### src/rtl/arx256_pkg.sv
package arx256_pkg;

    localparam int WORD_W   = 32;
    localparam int ARX_RNDS = 4;
    localparam int NUM_K    = 8;
    localparam int KIDX_W   = $clog2(NUM_K);
    localparam int ELL_SH   = WORD_W / 2;

    typedef logic [WORD_W-1:0] word_t;

    // step constants, indexed by step (mod 8) and by branch
    function automatic word_t kconst(input logic [KIDX_W-1:0] idx);
        word_t k;
        unique case (idx)
            3'd0: k = 32'hB7E15162;
            3'd1: k = 32'hBF715880;
            3'd2: k = 32'h38B4DA56;
            3'd3: k = 32'h324E7738;
            3'd4: k = 32'hBB1185EB;
            3'd5: k = 32'h4F7C7B57;
            3'd6: k = 32'hCFBFA1C8;
            default: k = 32'hC2B3293D;
        endcase
        return k;
    endfunction

    function automatic word_t rotr(input word_t v, input int unsigned r);
        int unsigned rr;
        rr = r % WORD_W;
        if (rr == 0) return v;
        return (v >> rr) | (v << (WORD_W - rr));
    endfunction

    // rotation applied to y before the add in ARX round k
    function automatic int unsigned rot_add(input int k);
        int unsigned r;
        case (k)
            0: r = 31;
            1: r = 17;
            2: r = 0;
            default: r = 24;
        endcase
        return r;
    endfunction

    // rotation applied to x before the xor into y in ARX round k
    function automatic int unsigned rot_xor(input int k);
        int unsigned r;
        case (k)
            0: r = 24;
            1: r = 17;
            2: r = 31;
            default: r = 16;
        endcase
        return r;
    endfunction

    // Feistel mixing function of the linear layer
    function automatic word_t fmix(input word_t v);
        word_t t;
        t = v ^ (v << ELL_SH);
        return rotr(t, ELL_SH);
    endfunction

endpackage

### src/rtl/arx256_box.sv
module arx256_box
    import arx256_pkg::*;
(
    input  word_t x_i,
    input  word_t y_i,
    input  word_t k_i,
    output word_t x_o,
    output word_t y_o
);

    // stage values between rounds, one entry per round boundary
    word_t xs [ARX_RNDS+1];
    word_t ys [ARX_RNDS+1];

    assign xs[0] = x_i;
    assign ys[0] = y_i;

    genvar r;
    generate
        for (r = 0; r < ARX_RNDS; r++) begin : g_rnd
            word_t xa;
            always_comb begin
                xa        = xs[r] + rotr(ys[r], rot_add(r));
                ys[r+1]   = ys[r] ^ rotr(xa, rot_xor(r));
                xs[r+1]   = xa ^ k_i;
            end
        end
    endgenerate

    assign x_o = xs[ARX_RNDS];
    assign y_o = ys[ARX_RNDS];

endmodule

### src/rtl/arx256_mix.sv
module arx256_mix
    import arx256_pkg::*;
#(
    parameter int NUM_BR = 4
) (
    input  word_t [NUM_BR-1:0] xs_i,
    input  word_t [NUM_BR-1:0] ys_i,
    output word_t [NUM_BR-1:0] xs_o,
    output word_t [NUM_BR-1:0] ys_o
);

    localparam int HALF = NUM_BR / 2;

    word_t xacc, yacc, tx, ty;

    always_comb begin
        xacc = '0;
        yacc = '0;
        for (int j = 0; j < HALF; j++) begin
            xacc = xacc ^ xs_i[j];
            yacc = yacc ^ ys_i[j];
        end
        tx = fmix(xacc);
        ty = fmix(yacc);
    end

    genvar j;
    generate
        for (j = 0; j < HALF; j++) begin : g_half
            localparam int SRC_L = (j + 1) % HALF;
            localparam int SRC_R = HALF + SRC_L;
            // left slot takes rotated right branch, updated, plus left branch
            assign xs_o[j]      = xs_i[SRC_R] ^ ty ^ xs_i[SRC_L];
            assign ys_o[j]      = ys_i[SRC_R] ^ tx ^ ys_i[SRC_L];
            // right slot takes the old left branch unchanged
            assign xs_o[j+HALF] = xs_i[j];
            assign ys_o[j+HALF] = ys_i[j];
        end
    endgenerate

endmodule

### src/rtl/arx256_step.sv
module arx256_step
    import arx256_pkg::*;
#(
    parameter int NUM_BR = 4,
    parameter int STEP_W = 8,
    localparam int STATE_W = 2 * NUM_BR * WORD_W
) (
    input  logic [STATE_W-1:0] st_i,
    input  logic [STEP_W-1:0]  idx_i,
    output logic [STATE_W-1:0] st_o
);

    word_t [NUM_BR-1:0] xs_in, ys_in, ys_inj, xs_arx, ys_arx, xs_mix, ys_mix;

    genvar i;
    generate
        for (i = 0; i < NUM_BR; i++) begin : g_unpack
            assign xs_in[i] = st_i[2*WORD_W*i +: WORD_W];
            assign ys_in[i] = st_i[2*WORD_W*i + WORD_W +: WORD_W];
        end
    endgenerate

    // step injection into the first two y words
    always_comb begin
        ys_inj    = ys_in;
        ys_inj[0] = ys_in[0] ^ kconst(idx_i[KIDX_W-1:0]);
        ys_inj[1] = ys_in[1] ^ {{(WORD_W-STEP_W){1'b0}}, idx_i};
    end

    generate
        for (i = 0; i < NUM_BR; i++) begin : g_box
            arx256_box u_box (
                .x_i (xs_in[i]),
                .y_i (ys_inj[i]),
                .k_i (kconst(KIDX_W'(i))),
                .x_o (xs_arx[i]),
                .y_o (ys_arx[i])
            );
        end
    endgenerate

    arx256_mix #(.NUM_BR(NUM_BR)) u_mix (
        .xs_i (xs_arx),
        .ys_i (ys_arx),
        .xs_o (xs_mix),
        .ys_o (ys_mix)
    );

    generate
        for (i = 0; i < NUM_BR; i++) begin : g_pack
            assign st_o[2*WORD_W*i +: WORD_W]          = xs_mix[i];
            assign st_o[2*WORD_W*i + WORD_W +: WORD_W] = ys_mix[i];
        end
    endgenerate

endmodule

### src/rtl/arx256_perm_core.sv
module arx256_perm_core
    import arx256_pkg::*;
#(
    parameter int NUM_BR = 4,
    parameter int STEP_W = 8,
    localparam int STATE_W = 2 * NUM_BR * WORD_W
) (
    input  logic               clk,
    input  logic               rst,
    input  logic               start,
    input  logic [STEP_W-1:0]  steps_in,
    input  logic [STATE_W-1:0] state_in,
    output logic               busy,
    output logic               done,
    output logic [STATE_W-1:0] state_out
);

    typedef enum logic [1:0] {
        ST_IDLE = 2'd0,
        ST_RUN  = 2'd1,
        ST_DONE = 2'd2
    } ctl_e;

    ctl_e               cur_q, nxt;
    logic [STATE_W-1:0] st_q, st_next;
    logic [STEP_W-1:0]  cnt_q, tgt_q;
    logic               accept, last_step;

    assign accept    = start && (cur_q != ST_RUN);
    assign last_step = (cnt_q == tgt_q - 1'b1);

    arx256_step #(.NUM_BR(NUM_BR), .STEP_W(STEP_W)) u_step (
        .st_i  (st_q),
        .idx_i (cnt_q),
        .st_o  (st_next)
    );

    // controller state register
    always_ff @(posedge clk) begin
        if (rst) cur_q <= ST_IDLE;
        else     cur_q <= nxt;
    end

    // transitions: launch, empty, last, retire
    always_comb begin
        nxt = cur_q;
        unique case (cur_q)
            ST_IDLE, ST_DONE: begin
                if (start) nxt = (steps_in == '0) ? ST_DONE : ST_RUN;
                else       nxt = ST_IDLE;
            end
            ST_RUN: begin
                if (last_step) nxt = ST_DONE;
            end
            default: nxt = ST_IDLE;
        endcase
    end

    // datapath registers
    always_ff @(posedge clk) begin
        if (rst) begin
            st_q  <= '0;
            cnt_q <= '0;
            tgt_q <= '0;
        end else if (accept) begin
            st_q  <= state_in;
            cnt_q <= '0;
            tgt_q <= steps_in;
        end else if (cur_q == ST_RUN) begin
            st_q  <= st_next;
            cnt_q <= cnt_q + 1'b1;
        end
    end

    // outputs decoded from the controller state
    always_comb begin
        busy      = (cur_q == ST_RUN);
        done      = (cur_q == ST_DONE);
        state_out = st_q;
    end

endmodule

### config.mk
export PLATFORM = sky130hd
export DESIGN_NAME = arx256_perm_core
export DESIGN_NICKNAME = d
export VERILOG_FILES = /design/src/rtl/arx256_pkg.sv /design/src/rtl/arx256_box.sv /design/src/rtl/arx256_mix.sv /design/src/rtl/arx256_step.sv /design/src/rtl/arx256_perm_core.sv
export SDC_FILE = /design/constraint.sdc
export NUM_CORES = 2
export LEC_CHECK = 0
export BUFFER_PORTS_ARGS = -buffer_cell sky130_fd_sc_hd__buf_2
export CAP_MARGIN = 20
export CORE_MARGIN = 2
export CORE_UTILIZATION = 55
export CTS_BUF_LIST = sky130_fd_sc_hd__clkbuf_4 sky130_fd_sc_hd__clkbuf_8
export DETAILED_ROUTE_END_ITERATION = 8
export GPL_TIMING_DRIVEN = 0
export HOLD_SLACK_MARGIN = 0.12
export PLACE_DENSITY = 0.86
export SETUP_SLACK_MARGIN = 0.02
export SKIP_LAST_GASP = 1
export SLEW_MARGIN = 20
export SYNTH_ARGS = -nofsm -noshare
export SYNTH_HDL_FRONTEND = slang
export SYNTH_SLANG_ARGS = --single-unit
### constraint.sdc
create_clock -name clk -period 16 [get_ports clk]
set_input_delay 2.4 -clock clk [delete_from_list [all_inputs] [get_ports clk]]
set_output_delay 2.4 -clock clk [all_outputs]
set_load 0.005 [all_outputs]
==> run_results.csv <==
group,metric,value,unit
placed_design,portBuffers,522,
floorplan,chipHeight,291,um
global_route,globalRoute.busiestLayer,"met2",
worst_setup_path,path_max_fanout,10,
yosys,ys_types,103,
global_route,grt_pass1_wl,328000,um
yosys,post-synth-top-area-fraction,14.8,%
worst_setup_path,start_kind,"flop",
floorplan,core,82000,um^2
yosys,synth_flop_cell,"dfxtp_1",
routing,drc,0,
worst_setup_path,slowest_delay,0.90,ns
routing,drtPass1Iterations,7,
yosys,synth_edf_count,0,
yosys,synthTopCellsByCount,"769 x xnor2_1, 503 x ha_1, 480 x a21oi_1",
yosys,synth.cell_area,45500,um^2
worst_setup_path,crit_type,"reg2reg",
clock_network,clk_pin_slew,0.06,ns
clock_network,clock_latency,0.73,ns
global_route,grt_use_total,53.7,%
worst_setup_path,worstPathArrival,16.33,ns
placed_design,hpwl,203000,um
finish,syn_to_final_growth,13.1,%
yosys,yosysWarnings,0,
sta,relSlewSlack,5.33,%
floorplan,start_util,55.4,%
yosys,yosysMostFrequentCell,"xnor2_1",
sta,setup_slack,0.280,ns
yosys,yosysSeqAreaShare,12.1,%
clock_network,numCtsBuffers,48,
yosys,synthCells,5665,
global_route,grt.overflow.total,0,
sta,finalCritPeriodShare,98.2,%
routing,viasPerCell,6.88,
finish,fin_cells,7377,
placed_design,dp.cells,7270,
clock_network,htreeDepth,2,
floorplan,dieArea,85000,um^2
floorplan,ioPinCount,525,
placed_design,routabilityCongestion,1.16,
yosys,synth_nets,6451,
yosys,avgSynthCellArea,8.02,um^2
yosys,synthTopCellsByArea,"xnor2_1 15%, ha_1 14%, dfxtp_1 12%",
worst_setup_path,r2r_cells,47,
sta,clock_skew,0.0525,ns
clock_network,clock-root-buffer,"clkbuf_8",
global_route,grt_pass1_vias,45500,
yosys,ys_seq_elements,274,
hold_path,hold_path.class,"reg2reg",
global_route,grt_max_degree,16,
clock_network,clock_path_buffers,3,
routing,wl_per_cell,32.5,um
routing,antenna_left,0,
clock_network,cts.sinks,274,
floorplan,die_width,291,um
sta,tns,0,ns
sta,worst_pin_slew,1.41,ns
finish,num-fill-cells,7429,
placed_design,pre_cts_slack,-0.892,ns
floorplan,rows,105,
routing,wl,240000,um
worst_setup_path,r2r-start,"cnt_q[2]",
clock_network,cts_hold_buf,0,
worst_setup_path,crit_slowest_cell,"xnor2_1",
global_route,antenna_found_initial,17,
sta,setup_viol,0,
global_route,gr-usage-met1,67.6,%
finish,drive_gt1_share,12.7,%
worst_setup_path,required,16.61,ns
routing,vias,50800,
yosys,synth.largest_area_cell,"xnor2_1",
hold_path,hold_end,"tgt_q[7]",
global_route,met2_usage,74.4,%
sta,hold_violations,0,
worst_setup_path,worstReg2RegEnd,"state_out[5]",
routing,drt_iter0_markers,7713,
sta,clock.fmax,0.0636,GHz
sta,finalCriticalPeriod,15.72,ns
hold_path,worstHoldStart,"tgt_q[7]",
worst_setup_path,critPathCaptureType,"flop",
sta,drv_slew,0,
yosys,ys_async_sr_fraction,0,%
global_route,grt_use_met3,18.6,%
hold_path,hold_depth,2,
job,drv_cap,0,
run_status,status,"completed",
finish,fin_nets,7040,
worst_setup_path,r2r_setup_slack,0.28,ns
clock_network,cts_tree,"yes",
==> cells by family (layout without fill, tap and decap cells) <==
logic type,count (synthesis),after routing,synth area share (%)
xor gates and xnor gates,1299,1299,27.7
AOI/OAI and AO/OA,1721,1721,25.5
and+or+nand+nor,1238,1238,12.9
DFF,274,274,12.1
muxes,158,158,3.48
other,0,20,0
adders and majority gates,521,521,14.6
buffers and inverters,454,1076,3.76
==> critical path, delay by kind of cell, from the launching register on <==
kind                     cells  cell delay, ns
AO/OA/AOI/OAI               24            6.58
XOR/XNOR                     9            4.48
adder cells (fa/ha/maj)      5            2.03
AND/OR/NAND/NOR              6            0.86
buffers and inverters        2            0.84
flip-flops                   1            0.56
multiplexers                 1            0.21
==> cells in the final DEF (no fill, tap or decap), types with 156 or more instances in the layout <==
cell type / count
mux2i_1: 156
a21oi_1: 479
clkbuf_1: 164
nor2_1: 432
inv_1: 262
ha_1: 503
buf_2: 526
a211oi_1: 287
nand2_1: 278
xor2_1: 418
a21o_1: 206
dfxtp_1: 274
xnor2_1: 723
o21ai_0: 206
==> layout make-up <==
type / instances / area, um^2 / share of cell area, %
clock inverter: 15 / 169 / 0.329
timing repair buffer: 540 / 2800 / 5.44
antenna: 20 / 50.0 / 0.0974
tap: 1070 / 1340 / 2.60
sequential: 274 / 5490 / 10.7
multi-input combinational: 4937 / 38900 / 75.8
buffer: 189 / 726 / 1.41
inverter: 264 / 991 / 1.93
clock buffer: 68 / 898 / 1.75
==> sequential cells by signal (all words and copies together), names as in the netlist <==
signal,cells
state_out,256
cnt_q,8
tgt_q,8
cur_q,2
==> through the flow <==
stage	hold WS, ns	util, %	area (um^2)
floorplan	0.445	-	45500
detailed placement	0.461	60.8	49800
global route	0.495	62.7	51400
finish	0.471	62.7	51400
global placement	0.460	60.3	49400
CTS	0.469	62.2	51000
==> metal layers <==
metal | wire length (um) | vias up | part of all wire, %
met4 | 23600 | 8 | 9.8
met3 | 36900 | 1079 | 15
met1 | 87100 | 23600 | 36
met2 | 92100 | 4445 | 38
li1 | - | 21700 | -
met5 | 55 | - | 0.023
==> worst max-delay path by stage <==
stage / startpoint / end / slack, ns / cells after the start
floorplan: cnt_q[0] / state_out[108] / 3.47 / 54
global placement: cnt_q[2] / state_out[97] / -2.08 / 48
detailed placement: cnt_q[0] / state_out[14] / -0.89 / 52
CTS: cnt_q[0] / state_out[77] / 0.006 / 51
global route: cnt_q[2] / state_out[108] / -0.04 / 55
finish: cnt_q[2] / state_out[5] / 0.28 / 47
==> what timing repair did <==
item / in CTS / in global routing
setup buffers: 0 / 4
setup endpoints to repair: 48 / 112
resized for setup: 19 / 39
pin swaps: 0 / 2
Power is left out: the tool's default activity adds up to more than one toggle a clock period on the data nets, which glitch-free logic cannot reach.
